[src/rtl/wdt_presc_pkg.sv]
package wdt_presc_pkg;

   // where the shared divider is routed
   typedef enum logic {
      DIV_TO_TIMER = 1'b0,
      DIV_TO_WDOG  = 1'b1
   } div_route_e;

endpackage

[src/rtl/wdt_base_cnt.sv]
module wdt_base_cnt #(
   parameter int BASE_TICKS = 18,
   localparam int CNT_W     = $clog2(BASE_TICKS)
) (
   input  logic clk,
   input  logic rst_n,
   input  logic run,
   input  logic restart,
   input  logic tick,
   output logic ovf
);
   localparam logic [CNT_W-1:0] LAST = CNT_W'(BASE_TICKS - 1);

   logic [CNT_W-1:0] cnt_q;

   assign ovf = run & tick & ~restart & (cnt_q == LAST);

   always_ff @(posedge clk or negedge rst_n) begin
      if (!rst_n)
         cnt_q <= '0;
      else if (!run || restart)
         cnt_q <= '0;
      else if (tick)
         cnt_q <= (cnt_q == LAST) ? '0 : cnt_q + 1'b1;
   end
endmodule

[src/rtl/wdt_shared_div.sv]
module wdt_shared_div #(
   parameter int SEL_W  = 3,
   localparam int NTAPS = 1 << SEL_W,
   localparam int DIV_W = NTAPS - 1
) (
   input  logic             clk,
   input  logic             rst_n,
   input  logic             clear,
   input  logic             step,
   input  logic [SEL_W-1:0] sel,
   output logic             tap_hit
);
   logic [DIV_W-1:0] div_q;
   logic [NTAPS-1:0] hit;

   // tap k fires when the low k bits are all ones: one step in 2^k
   assign hit[0] = 1'b1;
   for (genvar k = 1; k < NTAPS; k++) begin : g_tap
      assign hit[k] = &div_q[k-1:0];
   end

   assign tap_hit = hit[sel];

   always_ff @(posedge clk or negedge rst_n) begin
      if (!rst_n)
         div_q <= '0;
      else if (clear)
         div_q <= '0;
      else if (step)
         div_q <= div_q + 1'b1;
   end
endmodule

[src/rtl/wdt_event.sv]
module wdt_event (
   input  logic clk,
   input  logic rst_n,
   input  logic timeout,
   input  logic asleep,
   input  logic clr_cmd,
   output logic rst_req,
   output logic wake_pulse,
   output logic to_flag
);
   always_ff @(posedge clk or negedge rst_n) begin
      if (!rst_n) begin
         rst_req    <= 1'b0;
         wake_pulse <= 1'b0;
         to_flag    <= 1'b1;
      end else begin
         rst_req    <= timeout & ~asleep;
         wake_pulse <= timeout & asleep;
         if (clr_cmd)
            to_flag <= 1'b1;
         else if (timeout)
            to_flag <= 1'b0;
      end
   end
endmodule

[src/rtl/wdt_shared_presc.sv]
module wdt_shared_presc
   import wdt_presc_pkg::*;
#(
   parameter int BASE_TICKS = 18,
   parameter int SEL_W      = 3,
   parameter int OPT_W      = 8,
   parameter int ROUTE_BIT  = 3
) (
   input  logic             clk,
   input  logic             rst_n,
   input  logic             wdt_tick,
   input  logic             tmr_src,
   input  logic             clr_cmd,
   input  logic             sleep_cmd,
   input  logic             asleep,
   input  logic             cfg_en,
   input  logic [OPT_W-1:0] opt,
   output logic             rst_req,
   output logic             wake_pulse,
   output logic             to_flag,
   output logic             tmr_tick
);
   if (BASE_TICKS < 2) begin : g_bad_base
      $error("BASE_TICKS must be at least 2");
   end
   if (SEL_W < 1 || SEL_W > 4) begin : g_bad_sel
      $error("SEL_W must lie in 1..4");
   end
   if (ROUTE_BIT < SEL_W || ROUTE_BIT >= OPT_W) begin : g_bad_route
      $error("ROUTE_BIT must sit above the ratio field inside opt");
   end

   div_route_e       route, route_q;
   logic [SEL_W-1:0] sel;
   logic             restart, base_ovf, tap_hit, div_clear, div_step, timeout;
   logic             opt_unused_bits;

   assign route           = div_route_e'(opt[ROUTE_BIT]);
   assign sel             = opt[SEL_W-1:0];
   assign opt_unused_bits = ^opt;
   assign restart         = clr_cmd | sleep_cmd;

   always_ff @(posedge clk or negedge rst_n) begin
      if (!rst_n) route_q <= DIV_TO_WDOG;
      else        route_q <= route;
   end

   wdt_base_cnt #(.BASE_TICKS(BASE_TICKS)) u_base (
      .clk    (clk),
      .rst_n  (rst_n),
      .run    (cfg_en),
      .restart(restart),
      .tick   (wdt_tick),
      .ovf    (base_ovf)
   );

   assign div_clear = (route != route_q) | ((route == DIV_TO_WDOG) & restart);
   assign div_step  = (route == DIV_TO_WDOG) ? base_ovf : tmr_src;

   wdt_shared_div #(.SEL_W(SEL_W)) u_div (
      .clk    (clk),
      .rst_n  (rst_n),
      .clear  (div_clear),
      .step   (div_step),
      .sel    (sel),
      .tap_hit(tap_hit)
   );

   assign timeout  = base_ovf & ((route == DIV_TO_WDOG) ? tap_hit : 1'b1);
   assign tmr_tick = (route == DIV_TO_WDOG) ? tmr_src : (tmr_src & tap_hit);

   wdt_event u_evt (
      .clk       (clk),
      .rst_n     (rst_n),
      .timeout   (timeout),
      .asleep    (asleep),
      .clr_cmd   (clr_cmd),
      .rst_req   (rst_req),
      .wake_pulse(wake_pulse),
      .to_flag   (to_flag)
   );
endmodule

[config.mk]
export PLATFORM = sky130hd
export DESIGN_NAME = wdt_shared_presc
export DESIGN_NICKNAME = d
export VERILOG_FILES = /design/src/rtl/wdt_presc_pkg.sv /design/src/rtl/wdt_base_cnt.sv /design/src/rtl/wdt_shared_div.sv /design/src/rtl/wdt_event.sv /design/src/rtl/wdt_shared_presc.sv
export SDC_FILE = /design/constraint.sdc
export NUM_CORES = 1
export LEC_CHECK = 0
export BUFFER_PORTS_ARGS = -buffer_cell sky130_fd_sc_hd__buf_4
export CAP_MARGIN = 20
export CORE_MARGIN = 8
export CORE_UTILIZATION = 55
export CTS_CLUSTER_DIAMETER = 80
export DETAILED_ROUTE_END_ITERATION = 12
export GPL_TIMING_DRIVEN = 0
export HOLD_SLACK_MARGIN = 0.06
export PLACE_DENSITY = 0.78
export SETUP_SLACK_MARGIN = 0.15
export SYNTH_ARGS = -nofsm -noshare
export SYNTH_HDL_FRONTEND = slang
export SYNTH_SLANG_ARGS = --single-unit
[constraint.sdc]
create_clock -name clk -period 4.2 [get_ports clk]
set_input_delay 0.63 -clock clk [delete_from_list [all_inputs] [get_ports clk]]
set_output_delay 0.63 -clock clk [all_outputs]
set_load 0.01 [all_outputs]
# Word level (Yosys, flattened, before mapping)
# Index checks and enable logic that the tools add are counted.
# word_totals
ff_bits	16
input_bits	16
out_inout_bits	4
wordCells	46
# op_classes
add_sub_neg	2
n_lt_le_gt_ge	1
n_eq_ne	2
muxes	12
bitwise	12
reduce_logical	11
# op_table
cell	n
2-to-1 mux 5 bit	3
2-to-1 mux 7 bit	2
bitwise AND 1 bit	8
adder 7 x 1 -> 7 bit, second input constant	1
AND reduction 7 bit	1
2-to-1 mux 1 bit	6
AND reduction 6 bit	1
nonzero test 2 bit	3
adder 5 x 1 -> 5 bit, second input constant	1
equality test 5 bit, second input constant	1
AND reduction 5 bit	1
less-than comparator 3 x 4 -> 1 bit, second input constant	1
AND reduction 4 bit	1
binary-select mux 1 bit (select 3 bit)	1
AND reduction 3 bit	1
NOT 1 bit	2
OR 1 bit	2
AND reduction 2 bit	1
logical NOT 1 bit	1
logical OR 1 bit	1
inequality test 1 bit	1

# Logic depth before layout (Yosys ltp)
# Gate-level depths: netlist (run 1).
# depth
ltp_word	7
mapped_depth	7
depth_no_buf	7

# Cells and area by module
# Synthesis (run 1) repeated with hierarchy kept, for this count alone.
# unflattened
cells_unflattened	88
area_unflattened_um2	897.1
# modules_own_cells
module	n_inst	cells_per_inst	area_each_um2	seq_area_each_um2
wdt_shared_div	1	44	435.4	175.2
wdt_base_cnt	1	28	280.3	125.1
wdt_event	1	7	98.8	76.3
wdt_shared_presc	1	9	82.6	26.3

# Least setup slack after synthesis (run 1)
# OpenSTA, ideal clock, no wires.
# synth_path
path_type	register -> output
start	register u_div.div_q[0]
end	output tmr_tick
t_arrival_ps	1646
required_time_ps	3570
slack_ps	1924
stages_incl_launch_ff	8
n_path_buf	0
path_cell_list	dfrtp_1 ha_1 and3_1 ha_1 a21oi_1 o21ai_0 and3_1 o31a_1
# synth_via
elab_chain_cells	5
elab_cells_between_ends	10
cone_classes	mux (3); bitwise (1); reduce/logical (6)
# synth_rtl
element	line_no	source
start: declaration	wdt_shared_div.sv:13	logic [DIV_W-1:0] div_q;
start signal: assignment	wdt_shared_div.sv:30	div_q <= div_q + 1'b1;
AND reduction 7 bit, or another cell as far along	wdt_shared_div.sv:19	assign hit[k] = &div_q[k-1:0];
binary-select mux 1 bit (select 3 bit) (*)	wdt_shared_div.sv:22	assign tap_hit = hit[sel];
2-to-1 mux 1 bit (not written as such) (*)	wdt_shared_div.sv:22	
bitwise AND 1 bit (*)	wdt_shared_presc.sv:70	assign tmr_tick = (route == DIV_TO_WDOG) ? tmr_src : (tmr_src & tap_hit);
2-to-1 mux 1 bit (*)	wdt_shared_presc.sv:70	
end: declaration	wdt_shared_presc.sv:21	output logic tmr_tick
# Every way passes the cells marked *; elsewhere a longest branch is shown, timed or not. The select of a mux whose other input is x is not followed.

# Worst setup path after layout (run 1)
# Ends and elaborated chain as after synthesis.

==> impl_metrics.py, run 1 <==
metrics = {
    "critical_path": {
        "critical_path.startpoint_type": "register",
        "cp_cell_sequence": "ha_1 -> and3_1 -> ha_1 -> a21oi_1 -> o21ai_0 -> and3_1 -> o31a_1 -> buf_4",
        "r2r_start": "u_div.div_q[0]",
        "arrival_ns": 2.23,
        "reg2reg_slack_ns": 2.26,
        "cp.required_ns": 3.57,
        "cp_top_family": "compound AO/OA/AOI/OAI gates",
        "startpoint": "u_div.div_q[0]",
        "crit_path_max_fanout": 5,
        "slowest_stage": "dfrtp_1",
        "critPathBufInv": 1,
        "cp-end-kind": "output port",
        "worst_r2r_endpoint": "u_evt.wake_pulse",
        "slowest_delay_ns": 0.45,
        "path_class": "register to output port",
        "ff2ff_path_depth": 7,
    },
    "floorplan": {
        "die-area_um2": 3210,
        "die_height_um": 56.7,
        "io_pins": 20,
        "initial_core_util_pct": 59.8,
        "die_w_um": 56.7,
        "coreArea_um2": 1520,
        "rows": 14,
    },
    "clock_tree": {
        "ctsHoldBuffers": 0,
        "clkLatencyLatePin_ns": 0.28,
        "htree_levels": 1,
        "cts_root_buffer": "clkbuf_4",
        "cts_sinks": 16,
        "path_clk_slew_ns": 0.09,
        "clock_path_buffers": 2,
        "numCtsBuffers": 3,
        "cts_tree": "done",
        "post-cts-setup-buffer-count": 0,
        "cts_resized": 0,
    },
    "final_layout": {
        "num_antenna_cells": 0,
        "fin_area_um2": 1080,
        "multiInputGateArea_um2": 482,
        "nets": 131,
        "fill_cells": 117,
        "area_delta_synth_final_pct": 18.5,
        "regArea_um2": 403,
        "drive_above_1_share_pct": 22.0,
        "final_common_cell": "buf_4",
        "fin_util_pct": 70.9,
        "final_cell_mix": "buf_4 (15), dfrtp_1 (14), nand2_1 (7), o21ai_0 (6)",
    },
    "synth": {
        "synthesis.nets": 111,
        "syn_area_um2": 911,
        "synthFlopType": "dfrtp_1",
        "synth_area_per_cell_um2": 10.1,
        "async_flop_share_pct": 100,
        "yosysTopAreaCellShare_pct": 38.5,
        "synth-edff-count": 0,
        "syn_inst": 90,
        "yosys_warnings": 0,
        "synth_largest_area_cell": "dfrtp_1",
        "seq_area_frac_synth_pct": 44.2,
        "synth_cell_type_count": 34,
        "yosys-top-cells-area": "dfrtp_1 (38%), ha_1 (6.9%), dfstp_2 (5.8%)",
        "synth_seq_cells": 16,
    },
    "route": {
        "wl_per_cell_um": 14.4,
        "antenna_left": 0,
        "route.met3.wl_um": 123,
        "route.met2.wl_um": 781,
        "vias": 759,
        "firstDrtPassIters": 4,
        "drc_errors": 0,
        "viasPerCell": 6.07,
        "wirelength_mm": 1.80,
        "topRoutingLayerUsed": "met4",
        "wl_met1_um": 884,
        "drt-initial-drc-count": 10,
    },
    "global_route": {
        "grt_max_degree": 17,
        "grt_pass1_vias": 751,
        "overflow": 0,
        "grt_usage_pct": 11.9,
        "grt_pass1_wl_mm": 3.24,
        "antenna_found_initial": 0,
    },
    "power": {
        "total_power_mw": 0.287,
        "clkPwrFrac_pct": 34.5,
        "comb_power_share_pct": 10.7,
        "peakVddDrop_mv": 0.260,
        "p_int_mw": 0.223,
        "p_per_area_nw_per_um2": 266,
        "power_frac_seq_pct": 54.9,
        "p_sw_share_pct": 22.1,
        "p_switching_mw": 0.0634,
        "leakagePower_nw": 0.514,
    },
    "sta": {
        "fin_skew_ns": 0.00463,
        "worstMarginPinSlew_ns": 0.808,
        "slew_viol_final": 0,
        "fmax_mhz": 350,
        "finalCritPeriodShare_pct": 68.0,
        "setup_violations": 0,
        "hold_viol": 0,
        "setup_tns_ns": 0,
        "grt_setup_unrepaired": "no",
        "holdWs_ns": 0.191,
        "relSlewSlack_pct": 45.4,
        "period_needed_ns": 2.86,
    },
    "flow_run": {
        "maxCapViolCount": 0,
    },
    "placement": {
        "globalplace.congestion": 0.795,
        "io_buffer_count": 15,
        "placed_area_um2": 1040,
        "dp.final_hpwl_mm": 1.38,
    },
    "min_path": {
        "hp-class": "input pin to asynchronous set/reset pin",
    },
    "status": {
        "status": "finished clean",
    },
}
==> cell usage after synthesis, drive strengths merged, types with 2 or more instances <==
master  count
dfrtp      14
a21oi       5
a311oi      2
ha          5
or4         3
nor3b       4
nand2       7
nor2        3
mux2i       2
o21ai       6
nand2b      2
and4bb      2
and3        3
inv         4
dfstp       2
o21bai      2
nand3       4
a21o        2
o31ai       4
xor2        2
==> power groups by stage <==
stage / Combinational (mW) / Sequential [mW] / Clock, mW
detailed placement: 0.0306 / 0.160 / 0
global route: 0.0342 / 0.158 / 0.110
floorplan: 0.0136 / 0.160 / 0
global placement: 0.0300 / 0.160 / 0
CTS: 0.0307 / 0.157 / 0.104
finish: 0.0305 / 0.157 / 0.0988
==> per-stage QoR <==
stage	instances	setup WS, ns
floorplan	90	1.92
global placement	121	1.72
detailed placement	121	1.68
CTS	125	1.34
global route	125	1.24
finish	125	1.34
==> routing by layer <==
layer	GRT usage (%)	vias to the layer above
met5	0	-
li1	-	378
met3	4.27	2
met4	3.09	0
met1	14.9	359
met2	18.7	20
==> how the worst max path moves through the flow <==
stage	to	slack, ns	depth (start not counted)
2_1_floorplan	tmr_tick	1.92	7
3_3_place_gp	tmr_tick	1.72	8
3_5_place_dp	tmr_tick	1.68	8
4_1_cts	tmr_tick	1.34	8
5_1_grt	tmr_tick	1.24	8
6_report	tmr_tick	1.34	8
==> worst reg2reg max path: stages, from the launching register on <==
cell and delay, ns:
dfrtp_1 0.45, ha_1 0.27, and3_1 0.16, ha_1 0.19
a21oi_1 0.14, o21ai_0 0.12, a311oi_1 0.40, nor3b_1 0.10
==> cell type report <==
class	instances	area share, %
Sequential cell	16	37.3
Buffer	1	1.04
Timing Repair Buffer	15	10.4
Inverter	4	1.39
Tap cell	16	1.85
Clock buffer	4	3.36
Multi-Input combinational cell	69	44.6
==> cell families (layout without fill, tap and decap cells) <==
group | Yosys count | in the layout | share of synthesized area [%]
adder cells (fa/ha/maj) | 5 | 5 | 6.87
AND/OR/NAND/NOR | 35 | 35 | 24.0
AO/OA/AOI/OAI | 25 | 25 | 17.9
multiplexers | 2 | 2 | 2.20
buffers and inverters | 5 | 24 | 2.88
flip-flops | 16 | 16 | 44.2
XOR/XNOR | 2 | 2 | 1.92
==> registers in the layout, indices dropped and copies added (netlist names) <==
signal	flops
u_evt.wake_pulse	1
u_div.div_q	7
u_base.cnt_q	5
u_evt.to_flag	1
u_evt.rst_req	1
route_q	1
No activity file was read; power rests on OpenSTA's default activity.
==> run 2, diff against run 1 <==
--- a/config.mk
+++ b/config.mk
@@ -8,12 +8,12 @@
 export BUFFER_PORTS_ARGS = -buffer_cell sky130_fd_sc_hd__buf_4
 export CAP_MARGIN = 20
 export CORE_MARGIN = 8
-export CORE_UTILIZATION = 55
+export CORE_UTILIZATION = 47
 export CTS_CLUSTER_DIAMETER = 80
 export DETAILED_ROUTE_END_ITERATION = 12
 export GPL_TIMING_DRIVEN = 0
 export HOLD_SLACK_MARGIN = 0.06
-export PLACE_DENSITY = 0.78
+export PLACE_DENSITY = 0.7
 export SETUP_SLACK_MARGIN = 0.15
 export SYNTH_ARGS = -nofsm -noshare
 export SYNTH_HDL_FRONTEND = slang
==> constraint.sdc (replaced) <==
create_clock -name clk -period 2.5 [get_ports clk]
set_input_delay 0.375 -clock clk [delete_from_list [all_inputs] [get_ports clk]]
set_output_delay 0.375 -clock clk [all_outputs]
set_load 0.01 [all_outputs]
==> impl_metrics.py, run 2 (same netlist as run 1, synthesis figures left out) <==
metrics = {
    "route": {
        "drc_errors": 0,
        "antenna_left": 0,
        "vias": 767,
        "wl_per_cell_um": 12.5,
        "firstDrtPassIters": 4,
        "viasPerCell": 5.40,
        "drt-initial-drc-count": 14,
        "wirelength_mm": 1.78,
    },
    "status": {
        "status": "finished clean",
    },
    "clock_tree": {
        "path_clk_slew_ns": 0.09,
        "cts_sinks": 16,
        "clkLatencyLatePin_ns": 0.28,
        "clock_path_buffers": 2,
        "numCtsBuffers": 3,
        "cts_root_buffer": "clkbuf_4",
        "cts_tree": "done",
        "htree_levels": 1,
    },
    "global_route": {
        "grt_max_degree": 17,
        "antenna_found_initial": 0,
        "grt_pass1_vias": 767,
        "grt_usage_pct": 11.8,
        "overflow": 0,
        "grt_pass1_wl_mm": 3.26,
    },
    "critical_path": {
        "crit_top_cell": "and3_1",
        "crit_path_max_fanout": 2,
        "critical_path.startpoint_type": "register",
        "slowest_stage": "dfrtp_1",
        "startpoint": "u_div.div_q[1]",
        "arrival_ns": 1.98,
        "slowest_delay_ns": 0.39,
        "cp_cell_sequence": "ha_2 -> and3_1 -> ha_1 -> a21oi_1 -> o21ai_1 -> and3_1 -> o31a_1 -> buf_4",
        "cp.required_ns": 2.12,
        "path_class": "register to output port",
        "cp-end-kind": "output port",
        "r2r_start": "u_div.div_q[1]",
    },
    "sta": {
        "slew_viol_final": 0,
        "fmax_mhz": 425,
        "worstMarginPinSlew_ns": 0.765,
        "fin_ws_ns": 0.145,
        "setup_violations": 0,
        "setup_tns_ns": 0,
        "relSlewSlack_pct": 48.3,
        "finalCritPeriodShare_pct": 94.2,
        "period_needed_ns": 2.35,
        "holdWs_ns": 0.237,
        "hold_viol": 0,
        "fin_skew_ns": 0.000741,
        "grt_setup_unrepaired": "yes",
    },
    "floorplan": {
        "io_pins": 20,
        "die-area_um2": 3600,
        "initial_core_util_pct": 47.9,
        "rows": 16,
        "coreArea_um2": 1900,
        "die_height_um": 60.0,
        "die_w_um": 60.0,
    },
    "power": {
        "power_frac_seq_pct": 57.3,
        "p_switching_mw": 0.107,
        "peakVddDrop_mv": 0.265,
        "p_per_area_nw_per_um2": 406,
        "p_sw_share_pct": 23.3,
        "comb_power_share_pct": 12.5,
        "total_power_mw": 0.460,
        "leakagePower_nw": 0.535,
        "p_int_mw": 0.353,
        "clkPwrFrac_pct": 30.2,
    },
    "placement": {
        "globalplace.congestion": 0.783,
        "io_buffer_count": 15,
        "dp_slack_ns": 0.285,
        "dp.final_hpwl_mm": 1.37,
    },
    "final_layout": {
        "multiInputGateArea_um2": 484,
        "final_common_cell": "buf_4",
        "num_antenna_cells": 0,
        "area_delta_synth_final_pct": 24.5,
        "reg_top3": "u_div.div_q x7, u_base.cnt_q x5",
        "regArea_um2": 403,
        "drive_above_1_share_pct": 25.2,
        "nets": 137,
        "largest_register_ffs": 7,
        "final_cell_mix": "buf_4 (20), dfrtp_1 (14), nand2_1 (7), a21oi_1 (5), o21ai_0 (5)",
        "top_register": "u_div.div_q",
        "fill_cells": 176,
        "fin_util_pct": 59.6,
    },
    "min_path": {
        "hp-start": "opt[3]",
        "hp-class": "input pin to register",
    },
    "flow_run": {
        "maxCapViolCount": 0,
    },
}
## run 2: critical path, delay by kind of cell, from the launching register on
kind | cells | cell delay (ns)
compound gates | 3 | 0.50
flops | 1 | 0.39
fa+ha+maj | 2 | 0.36
simple gates | 2 | 0.30
buf+inv | 1 | 0.14
## run 2: metrics by stage
step	cell area, µm²	std cells
after detailed placement	1060	132
final	1130	142
after global routing	1130	142
after floorplan	911	90
after global placement	1060	132
after CTS	1130	141
## run 2: path summary, 6_finish.rpt
path	end	slack (ns)	cells after the start
worst max-delay path	tmr_tick	0.15	8
worst min-delay path	route_q	0.24	1
worst max register to register	u_evt.wake_pulse	0.56	9
worst min register to register	u_evt.to_flag	0.49	2
max in group asynchronous	route_q	1.78	2
min in group asynchronous	u_evt.rst_req	0.47	2
## run 2: final cells by class
class	count	share of cell area (%)
sequential	16	35.5
clock buffer	4	2.32
inverter	4	1.32
tap	27	2.98
timing repair buffer	21	14.1
multi-input combinational	69	42.7
buffer	1	0.993
## run 2: power groups by stage
| stage | Sequential, mW | Combinational [mW] | Clock (mW) |
|---|---|---|---|
| 3_3_place_gp | 0.269 | 0.0507 | 0 |
| 5_1_grt | 0.264 | 0.0640 | 0.158 |
| 6_report | 0.264 | 0.0575 | 0.139 |
| 3_5_place_dp | 0.269 | 0.0517 | 0 |
| 2_1_floorplan | 0.269 | 0.0228 | 0 |
| 4_1_cts | 0.263 | 0.0567 | 0.146 |
## run 2: what timing repair did
| item | in CTS | in global routing |
|---|---|---|
| gates resized for setup | 2 | 0 |
| pin swaps | 3 | 0 |
| hold buffers | 1 | 0 |
| buffers inserted | 4 | 1 |
| hold endpoints to repair | 14 | 0 |
| endpoints found under the setup margin | 1 | 1 |
## run 2: layer usage
metal / wire length, µm / share of wire [%] / track usage [%]
met1: 772 / 43 / 13.2
met2: 871 / 49 / 19.7
met3: 137 / 7.7 / 5.38
met4: 0 / 0 / 3.06
met5: 0 / 0 / 0
==> run 3, diff against run 2 <==
--- a/config.mk
+++ b/config.mk
@@ -13,7 +13,7 @@
 export DETAILED_ROUTE_END_ITERATION = 12
 export GPL_TIMING_DRIVEN = 0
 export HOLD_SLACK_MARGIN = 0.06
-export PLACE_DENSITY = 0.7
+export PLACE_DENSITY = 0.74
 export SETUP_SLACK_MARGIN = 0.15
 export SYNTH_ARGS = -nofsm -noshare
 export SYNTH_HDL_FRONTEND = slang
==> impl_metrics.py, run 3 (same netlist as run 1, synthesis figures left out) <==
metrics = {
    "critical_path": {
        "arrival_ns": 1.97,
        "critical_path.startpoint_type": "register",
        "cp-end-kind": "output port",
        "cp.required_ns": 2.12,
        "path_class": "register to output port",
        "crit_path_max_fanout": 2,
    },
    "clock_tree": {
        "cts_tree": "done",
        "path_clk_slew_ns": 0.09,
        "cts_sinks": 16,
        "htree_levels": 1,
        "cts_root_buffer": "clkbuf_4",
        "numCtsBuffers": 3,
        "clkLatencyLatePin_ns": 0.28,
        "clock_path_buffers": 2,
    },
    "final_layout": {
        "largest_register_ffs": 7,
        "reg_top3": "u_div.div_q x7, u_base.cnt_q x5",
        "top_register": "u_div.div_q",
        "area_delta_synth_final_pct": 32.1,
        "drive_above_1_share_pct": 33.9,
        "final_cells": 148,
        "num_antenna_cells": 0,
        "final_cell_mix": "buf_4 (27), dfrtp_1 (14), nand2_1 (7), o21ai_0 (5)",
        "final_common_cell": "buf_4",
        "fill_cells": 147,
        "nets": 144,
        "fin_util_pct": 63.3,
    },
    "global_route": {
        "grt_pass1_wl_mm": 3.31,
        "antenna_found_initial": 0,
        "grt_usage_pct": 11.8,
        "use_met3_pct": 3.44,
        "met1_usage_pct": 12.3,
        "gr-max-usage-layer": "met2",
        "grt_pass1_vias": 822,
        "overflow": 0,
        "met2_usage_pct": 21.2,
        "grt_max_degree": 17,
    },
    "floorplan": {
        "coreArea_um2": 1900,
        "initial_core_util_pct": 47.9,
        "die_height_um": 60.0,
        "die_w_um": 60.0,
        "io_pins": 20,
        "die-area_um2": 3600,
        "rows": 16,
    },
    "power": {
        "p_int_mw": 0.353,
        "power_frac_seq_pct": 57.1,
        "comb_power_share_pct": 14.3,
        "p_per_area_nw_per_um2": 384,
        "p_sw_share_pct": 23.6,
        "peakVddDrop_mv": 0.300,
        "p_switching_mw": 0.109,
        "clkPwrFrac_pct": 28.6,
        "leakagePower_nw": 0.568,
    },
    "route": {
        "viasPerCell": 5.47,
        "drc_errors": 0,
        "vias": 810,
        "wirelength_mm": 1.84,
        "antenna_left": 0,
        "drt-initial-drc-count": 15,
        "wl_per_cell_um": 12.4,
        "firstDrtPassIters": 4,
    },
    "sta": {
        "relSlewSlack_pct": 51.2,
        "setup_violations": 0,
        "fin_ws_ns": 0.150,
        "slew_viol_final": 0,
        "finalCritPeriodShare_pct": 94.0,
        "period_needed_ns": 2.35,
        "fmax_mhz": 426,
        "worstMarginPinSlew_ns": 0.722,
        "hold_viol": 0,
        "grt_setup_unrepaired": "yes",
        "fin_skew_ns": 0.00244,
        "setup_tns_ns": 0,
    },
    "placement": {
        "dp.final_hpwl_mm": 1.39,
        "globalplace.congestion": 0.746,
        "dp_slack_ns": 0.267,
        "placed_cells": 132,
        "io_buffer_count": 15,
    },
    "flow_run": {
        "maxCapViolCount": 0,
    },
    "status": {
        "status": "finished clean",
    },
    "min_path": {
        "hp-class": "input pin to register",
    },
}
[run 3: cell count changes in the layout (fill, tap and decap cells not counted), sizes merged]
cell    previous run  this run
clkbuf             4         3
buf               21        28
[run 3: layout make-up]
class                           count  area [µm²]  share of cell area [%]
Tap cell                           27        33.8                    2.81
Inverter                            4        15.0                    1.25
Timing Repair Buffer               28         213                    17.7
Clock buffer                        3        22.5                    1.87
Multi-Input combinational cell     69         505                    42.0
Sequential cell                    16         403                    33.5
Buffer                              1        11.3                   0.936
[run 3: stage by stage]
stage | area, µm² | total power [mW] | hold WS [ns]
after global placement | 1060 | 0.319 | 0.243
after detailed placement | 1060 | 0.321 | 0.249
after CTS | 1160 | 0.462 | 0.238
after global routing | 1200 | 0.485 | 0.222
final | 1200 | 0.462 | 0.239
after floorplan | 911 | 0.292 | 0.0794
[run 3: power by group through the flow]
stage                     Clock (mW)  Sequential, mW  Combinational [mW]
final                          0.132           0.264              0.0659
after global routing           0.148           0.264              0.0728
after CTS                      0.136           0.264              0.0621
after detailed placement           0           0.269              0.0518
after global placement             0           0.269              0.0503
after floorplan                    0           0.269              0.0228
[run 3: worst max-delay path, stage by stage (launching register included)]
cell and delay (ns):
dfrtp_1 0.39, ha_2 0.19, and3_1 0.14, ha_2 0.17
a21oi_2 0.14, o21ai_2 0.08, and3_4 0.18, o31a_1 0.27
buf_4 0.14
[run 3: layer usage]
layer / share of wire (%) / up-vias
met2: 50 / 17
met3: 6.9 / 4
met1: 42 / 387
met5: 0 / -
li1: - / 402
met4: 1.6 / 0
[run 3: worst paths after layout]
kind | depth (start not counted) | start | to | slack (ns)
worst max-delay path | 8 | u_div.div_q[0] | tmr_tick | 0.15
worst max register to register | 12 | u_div.div_q[0] | u_evt.wake_pulse | 0.32
min in group asynchronous | 2 | rst_n | u_base.cnt_q[3] | 0.48
worst min-delay path | 1 | opt[3] | route_q | 0.24
max in group asynchronous | 2 | rst_n | u_evt.to_flag | 1.77
worst min register to register | 2 | u_evt.to_flag | u_evt.to_flag | 0.49
[run 3: repair_timing]
| action | in CTS | in global routing |
|---|---|---|
| pin swaps | 3 | 3 |
| cloned | 0 | 0 |
| resized for setup | 2 | 5 |
| hold buffers | 1 | 0 |
| hold endpoints to repair | 14 | 0 |
| endpoints found under the setup margin | 1 | 3 |
| setup buffers | 9 | 3 |
